===== src/rtl/hub_irq_pkg.sv =====
package hub_irq_pkg;
  localparam int KINDS = 3;

  typedef enum int {
    KIND_CONN   = 0,
    KIND_BABBLE = 1,
    KIND_RESUME = 2
  } evt_kind_e;
endpackage


===== src/rtl/hub_irq_ctrl.sv =====
module hub_irq_ctrl
  import hub_irq_pkg::*;
#(
  parameter int NUM_PORTS = 4,
  localparam int BITS = KINDS * NUM_PORTS
) (
  input  logic [NUM_PORTS-1:0] connChgEvt,
  input  logic [NUM_PORTS-1:0] babbleEvt,
  input  logic [NUM_PORTS-1:0] resumeEvt,
  input  logic [NUM_PORTS-1:0] irqEnable,
  input  logic [NUM_PORTS-1:0] portForced,
  input  logic                 clrStrobe,
  input  logic [BITS-1:0]      clrMask,
  output logic [BITS-1:0]      setStb,
  output logic [BITS-1:0]      clrStb
);
  for (genvar p = 0; p < NUM_PORTS; p++) begin : g_port
    assign setStb[KINDS*p + KIND_CONN]   = connChgEvt[p] & ~portForced[p];
    assign setStb[KINDS*p + KIND_BABBLE] = babbleEvt[p] & irqEnable[p];
    assign setStb[KINDS*p + KIND_RESUME] = resumeEvt[p] & irqEnable[p];
  end

  assign clrStb = clrStrobe ? clrMask : '0;
endmodule


===== src/rtl/hub_irq_datapath.sv =====
module hub_irq_datapath
  import hub_irq_pkg::*;
#(
  parameter int NUM_PORTS = 4,
  localparam int BITS = KINDS * NUM_PORTS
) (
  input  logic            clk,
  input  logic            rstN,
  input  logic [BITS-1:0] setStb,
  input  logic [BITS-1:0] clrStb,
  output logic [BITS-1:0] stickyQ,
  output logic            anySet
);
  for (genvar b = 0; b < BITS; b++) begin : g_bit
    always_ff @(posedge clk) begin
      if (!rstN) stickyQ[b] <= 1'b0;
      else       stickyQ[b] <= (stickyQ[b] & ~clrStb[b]) | setStb[b];
    end
  end

  assign anySet = |stickyQ;
endmodule


===== src/rtl/hub_irq_top.sv =====
module hub_irq_top
  import hub_irq_pkg::*;
#(
  parameter int NUM_PORTS = 4,
  localparam int BITS = KINDS * NUM_PORTS
) (
  input  logic                 clk,
  input  logic                 rstN,
  input  logic [NUM_PORTS-1:0] connChgEvt,
  input  logic [NUM_PORTS-1:0] babbleEvt,
  input  logic [NUM_PORTS-1:0] resumeEvt,
  input  logic [NUM_PORTS-1:0] irqEnable,
  input  logic [NUM_PORTS-1:0] portForced,
  input  logic                 clrStrobe,
  input  logic [BITS-1:0]      clrMask,
  output logic [BITS-1:0]      eventStatus,
  output logic                 hubIrq
);
  typedef struct packed {
    logic [BITS-1:0] setMask;
    logic [BITS-1:0] clrMask;
  } strobe_t;

  strobe_t stb;

  hub_irq_ctrl #(.NUM_PORTS(NUM_PORTS)) u_ctrl (
    .connChgEvt (connChgEvt),
    .babbleEvt  (babbleEvt),
    .resumeEvt  (resumeEvt),
    .irqEnable  (irqEnable),
    .portForced (portForced),
    .clrStrobe  (clrStrobe),
    .clrMask    (clrMask),
    .setStb     (stb.setMask),
    .clrStb     (stb.clrMask)
  );

  hub_irq_datapath #(.NUM_PORTS(NUM_PORTS)) u_dp (
    .clk     (clk),
    .rstN    (rstN),
    .setStb  (stb.setMask),
    .clrStb  (stb.clrMask),
    .stickyQ (eventStatus),
    .anySet  (hubIrq)
  );
endmodule


===== config.mk =====
export PLATFORM = sky130hd
export DESIGN_NAME = hub_irq_top
export DESIGN_NICKNAME = d
export VERILOG_FILES = /design/src/rtl/hub_irq_pkg.sv /design/src/rtl/hub_irq_ctrl.sv /design/src/rtl/hub_irq_datapath.sv /design/src/rtl/hub_irq_top.sv
export SDC_FILE = /design/constraint.sdc
export NUM_CORES = 1
export LEC_CHECK = 0
export BUFFER_PORTS_ARGS = -buffer_cell sky130_fd_sc_hd__buf_2
export CAP_MARGIN = 10
export CORE_MARGIN = 5
export CORE_UTILIZATION = 39
export DETAILED_ROUTE_END_ITERATION = 12
export GPL_ROUTABILITY_DRIVEN = 0
export PLACE_DENSITY = 0.87
export SLEW_MARGIN = 40
export SYNTH_ARGS = -nofsm -noshare
export SYNTH_HDL_FRONTEND = slang
export SYNTH_SLANG_ARGS = --single-unit

===== constraint.sdc =====
create_clock -name clk -period 2 [get_ports clk]
set_clock_uncertainty 0.15 [all_clocks]
set_input_delay 0.4 -clock clk [delete_from_list [all_inputs] [get_ports clk]]
set_output_delay 0.4 -clock clk [all_outputs]
set_load 0.01 [all_outputs]

==> results of run 1 <==
cell type report:
cell class                 instances  area, µm²  share of cell area
multi-input combinational         40        302               0.369
sequential                        12        240               0.294
timing repair buffer              47        235               0.287
clock buffer                       3       22.5              0.0275
tap                               15       18.8              0.0229
placed cells by master (no fill, tap or decap), drive strengths merged:
cell type  instances
a21boi            12
buf               47
dfxtp             12
clkbuf             3
nand3              1
nand2              8
o21a               4
nor4               3
a21bo              8
nor2b              4
per-layer routing:
metal / global-route usage / vias up / routed length, µm
met5: 0 / - / 0
met4: 0.0484 / 0 / 19
met3: 0.0564 / 2 / 188
met2: 0.201 / 29 / 646
met1: 0.152 / 230 / 595
li1: - / 290 / -
path summary, 6_finish.rpt:
check / startpoint / end / slack (ns) / cells after the start
worst max-delay path: u_dp.stickyQ[2] / hubIrq / 0.31 / 3
worst min-delay path: resumeEvt[1] / u_dp.stickyQ[5] / 0.23 / 3
worst max register to register: u_dp.stickyQ[7] / u_dp.stickyQ[7] / 1.05 / 2
worst min register to register: u_dp.stickyQ[4] / u_dp.stickyQ[4] / 0.45 / 2
critical path, delay by kind of cell (launching register included):
| family | cells | cell delay, ns |
|---|---|---|
| AND/OR/NAND/NOR | 2 | 0.40 |
| flip-flops | 1 | 0.32 |
| buffers and inverters | 1 | 0.16 |
logic make-up after synthesis:
| family | count (synthesis) | share of synthesized area |
|---|---|---|
| flip-flops | 12 | 0.430 |
| AND/OR/NAND/NOR | 16 | 0.141 |
| AO/OA/AOI/OAI | 24 | 0.399 |
| buffers and inverters | 2 | 0.0291 |
metrics by stage:
step           hold WS (ns)  cell area (µm²)  total power, mW   util
2_1_floorplan         0.395              558            0.322      -
3_3_place_gp          0.429              796            0.375  0.597
3_5_place_dp          0.443              796            0.377  0.597
4_1_cts               0.233              818            0.514  0.614
5_1_grt               0.226              818            0.537  0.614
6_report              0.235              818            0.508  0.614
synthesized netlist by cell type (all sizes together):
master / n
nor4: 3
nor2b: 4
a21bo: 8
nand3: 1
buf: 2
nand2: 8
o21a: 4
a21boi: 12
dfxtp: 12
power by group through the flow:
stage | registers, mW | logic (mW) | clock network (mW)
3_5_place_dp | 0.270 | 0.107 | 0
6_report | 0.265 | 0.106 | 0.137
3_3_place_gp | 0.269 | 0.106 | 0
2_1_floorplan | 0.276 | 0.0462 | 0
5_1_grt | 0.266 | 0.116 | 0.155
4_1_cts | 0.265 | 0.107 | 0.142
==> results.txt, run 1 <==
outcome = complete, no violations
DIE WIDTH = 47.8 µm
post-synthesis cell type count = 12
cell-internal power = 385 µW
critical path arrival = 1.14 ns
pre-CTS setup slack = 0.589 ns
CP Launch Type = register
Critical Path RT = 1.45 ns
setup TNS = 0 ns
Final ANT Viol Nets = 0
initial antenna violation count = 0
Area growth, synth to finish = 46.6%
syn avg cell area = 10.3 µm²
synthesized netlist cell count = 54
Largest register FFs = 12
die area = 0.00229 mm²
switching power = 122 µW
clock power share = 0.270
detailed-route wire length = 1450 µm
Setup CP Type = reg2out
ratio of cells with drive above 1 in the final layout = 0.569
top cells by area, synth = dfxtp_1 43%, a21boi_2 12%, a21bo_1 11%
RSZ-0062 raised after global routing = no
Post-CTS Setup Inserts = 0
sequential share of the synthesized area = 0.430
# DRC = 0
placed cell count = 114
fin crit period = 1.69 ns
Detailed Routing Iterations Pass 1 = 2
Core Rows = 13
fin crit share = 0.846
Max transition margin = 0.835
Port Buffers = 47
Congestion Overflow GR = 0
CTS buffer count = 3
largest net degree at the start of global routing = 13
effective utilization at floorplan = 0.418
CP Max Fanout = 3
via/cell ratio = 4.71
# Max-Cap Violations = 0
CTS H-tree lvls = 1
Regs by FF count = u_dp.stickyQ: 12 flops
switching share of power = 0.241
post-DR wirelength/cell = 12.4 µm
Final WS setup = 0.309 ns
Power per Cell Area = 620 mW/mm²
Mapped Nets = 89
Syn Std Cell Area = 558 µm²
Final setup viols = 0
Inserted Diodes = 0
Chip Height = 47.8 µm
routed vias = 551
Max IR drop VDD = 0.353 mV
flops & latches, synth = 12
Post-CTS Resized = 0
YS warnings = 0
initial DRC count = 5
CP endpoint kind = output pin
register share of total power = 0.521
Worst-path clk slew = 0.07 ns
worst-margin pin slew = 0.245 ns
worst-path cell chain = nor4_1, nand3_1, buf_2
crit-path max cell delay = 0.32 ns
area leader, netlist = dfxtp_1
Final Hold Viols = 0
Final Max Slew Viols = 0
Max Freq = 0.591 GHz
Leakage = 0.416 nW
Longest Clk Path Bufs = 2
number of global-route vias before repair = 485
Fill cells = 121
io pins = 48
Skew-Pair Late Insertion Delay = 0.26 ns
first-pass GRT wire length = 2010 µm
combinational share of power = 0.208
register bank with the most flops = u_dp.stickyQ
Worst path slowest cell = dfxtp_1
CTS tree = yes
worst hold path class = in2reg
Non-Filler Instances = 117
cts hold-fix bufs = 0
share of the synthesized area in the top cell type = 0.430
root buf cell = clkbuf_4
area of the core = 0.00133 mm²
clock tree sinks = 12
fin nets = 139
total global-route track usage = 0.127
Note: power is estimated with default switching activity, not from simulation.
==> run 2: changes to the inputs <==
--- a/config.mk
+++ b/config.mk
@@ -8,10 +8,10 @@
 export BUFFER_PORTS_ARGS = -buffer_cell sky130_fd_sc_hd__buf_2
 export CAP_MARGIN = 10
 export CORE_MARGIN = 5
-export CORE_UTILIZATION = 39
+export CORE_UTILIZATION = 36
 export DETAILED_ROUTE_END_ITERATION = 12
 export GPL_ROUTABILITY_DRIVEN = 0
-export PLACE_DENSITY = 0.87
+export PLACE_DENSITY = 0.82
 export SLEW_MARGIN = 40
 export SYNTH_ARGS = -nofsm -noshare
 export SYNTH_HDL_FRONTEND = slang
==> constraint.sdc (replaced) <==
create_clock -name clk -period 1.56 [get_ports clk]
set_clock_uncertainty 0.15 [all_clocks]
set_input_delay 0.312 -clock clk [delete_from_list [all_inputs] [get_ports clk]]
set_output_delay 0.312 -clock clk [all_outputs]
set_load 0.01 [all_outputs]
==> run 2 against run 1 <==
  * The flow now finishes with violations (setup timing)
  * Register-to-register slack got worse by 0.48 ns
  * Critical path type unchanged
  * Routed wire length decreased by 0.90%
  * Flip-flop and latch count unchanged
  * Utilization decreased by 3.4 points
  * Setup slack got worse by 0.34 ns
  * Final area increased by 5.5%
  * Die area increased by 6.6%
  * Critical path depth unchanged
==> results.txt, run 2 (synthesis gave the netlist of run 1 again) <==
RSZ-0062 raised after global routing = yes
failing checks = setup timing
Final ANT Viol Nets = 0 (unchanged)
Worst path slowest cell = dfxtp_2
Final WS setup = -0.0287 ns (-0.337 ns)
CP Launch Type = register
fin crit period = 1.59 ns
Congestion Overflow GR = 0 (unchanged)
Chip Height = 49.4 µm (+3.2%)
hold path endpoint = u_dp.stickyQ[11]
largest net degree at the start of global routing = 13 (unchanged)
detailed-route wire length = 1440 µm (-0.90%)
Setup CP Type = reg2out
placed cell count = 115 (+0.88%)
CTS buffer count = 3 (unchanged)
Worst-path clk slew = 0.07 ns (about the same)
DIE WIDTH = 49.4 µm (+3.2%)
via/cell ratio = 4.86 (+3.2%)
Max Freq = 0.629 GHz
register bank with the most flops = u_dp.stickyQ
buffers and inverters on the worst path = 1 (unchanged)
Reg2Reg Setup Slack = 0.57 ns (-0.48 ns)
Core Rows = 14 (+1)
Hold Path Origin = resumeEvt[3]
number of global-route vias before repair = 610 (+26%)
Final setup viols = 1 (+1)
# Max-Cap Violations = 0 (unchanged)
worst-path cell chain = nor4_2, nand3_1, buf_2
post-DR wirelength/cell = 12.0 µm (-3.4%)
routed vias = 583 (+5.8%)
Leakage = 0.433 nW (+4.1%)
die area = 0.00244 mm² (+6.6%)
Power per Cell Area = 836 mW/mm² (+35%)
Area growth, synth to finish = 54.7%
Core Util, Final = 0.580 (-0.0337)
pre-CTS setup slack = 0.215 ns (-0.373 ns)
# DRC = 0 (unchanged)
CTS H-tree lvls = 1 (unchanged)
Port Buffers = 47 (unchanged)
Detailed Routing Iterations Pass 1 = 2 (unchanged)
worst-margin pin slew = 0.201 ns (-0.0434 ns)
fin nets = 140 (+0.72%)
crit-path max cell delay = 0.34 ns (+0.02 ns)
Max IR drop VDD = 0.512 mV (+45%)
Largest register FFs = 12 (unchanged)
critical path arrival = 1.13 ns (about the same)
Non-Filler Instances = 120 (+2.6%)
Final Hold Viols = 0 (unchanged)
Final Max Slew Viols = 0 (unchanged)
Top delay family on crit path = simple AND/OR/NAND/NOR gates
root buf cell = clkbuf_4
CP Max Fanout = 3 (unchanged)
io pins = 48 (unchanged)
outcome = finished with violations
Regs by FF count = u_dp.stickyQ: 12 flops
first-pass GRT wire length = 2500 µm (+24%)
initial DRC count = 2 (-3)
Post-DP HPWL = 1180 µm
worst hold path class = in2reg
WHS Path Cells = 3 (unchanged)
origin of the critical flop-to-flop path = u_dp.stickyQ[6]
CP endpoint kind = output pin
Critical Path RT = 1.10 ns (-0.35 ns)
effective utilization at floorplan = 0.375 (-0.0436)
Inserted Diodes = 0 (unchanged)
most frequent cells in the layout = 47 x buf_2, 9 x dfxtp_1, 8 x nand2_1
total global-route track usage = 0.128 (+0.000360)
most common cell after layout, fill and taps aside = buf_2
fin crit share = 1.02
Skew-Pair Late Insertion Delay = 0.26 ns (about the same)
R2R Path End = u_dp.stickyQ[6]
Max transition margin = 0.865 (+0.0293)
R2R cell count = 3 (+1)
ratio of cells with drive above 1 in the final layout = 0.635 (+0.0660)
CTS tree = yes
Longest Clk Path Bufs = 2 (unchanged)
Hold WS = 0.142 ns (-0.0924 ns)
initial antenna violation count = 0 (unchanged)
area of the core = 0.00149 mm² (+12%)
clock tree sinks = 12 (unchanged)
-- run 2: power breakdown --
part / switching [mW] / internal, mW / leakage (nW)
sequential: 0.0160 / 0.327 / 0.100
clock: 0.0961 / 0.142 / 0.0210
combinational: 0.0566 / 0.0847 / 0.311
total: 0.169 / 0.553 / 0.433
-- run 2: cell type report --
| cell class | instances | area, µm² |
|---|---|---|
| fillers | 130 | 626 |
| multi-input cells | 40 | 320 |
| flip-flops and latches | 12 | 244 |
| repair buffers | 48 | 243 |
| clock buffers | 4 | 36.3 |
| well taps | 16 | 20.0 |
-- run 2: timing repair --
| action | CTS | global route |
|---|---|---|
| endpoints found under the setup margin | 1 | 1 |
| gates cloned | 0 | 0 |
| gates resized for setup | 3 | 3 |
| hold buffers | 0 | 0 |
| buffers inserted | 0 | 1 |
| pin swaps | 2 | 3 |
-- run 2: layer usage --
metal  vias to the layer above  global-route usage  wire length, µm
met5                         -                   0                0
met3                         2              0.0550              218
met2                        29               0.206              666
met1                       260               0.146              540
li1                        292                   -                -
met4                         0              0.0524               11
-- run 2: per-stage QoR --
stage                     instance area [µm²]  power [mW]  TNS, ns
after detailed placement                  797       0.483        0
final                                     863       0.722  -0.0287
after global placement                    797       0.481        0
after global routing                      863       0.761  -0.0966
after CTS                                 847       0.731  -0.0586
after floorplan                           558       0.413        0
-- run 2: how the worst max path moves through the flow --
stage,start,end,slack (ns),cells past startpoint
2_1_floorplan,u_dp.stickyQ[5],hubIrq,0.36,2
3_3_place_gp,u_dp.stickyQ[5],hubIrq,0.23,3
3_5_place_dp,u_dp.stickyQ[5],hubIrq,0.22,3
4_1_cts,u_dp.stickyQ[1],hubIrq,-0.06,3
5_1_grt,u_dp.stickyQ[1],hubIrq,-0.1,3
6_report,u_dp.stickyQ[11],hubIrq,-0.03,3
-- run 2: worst min-delay path: stages --
cell and delay [ns]:
buf_2 0.09, nand2_1 0.07, a21boi_2 0.04
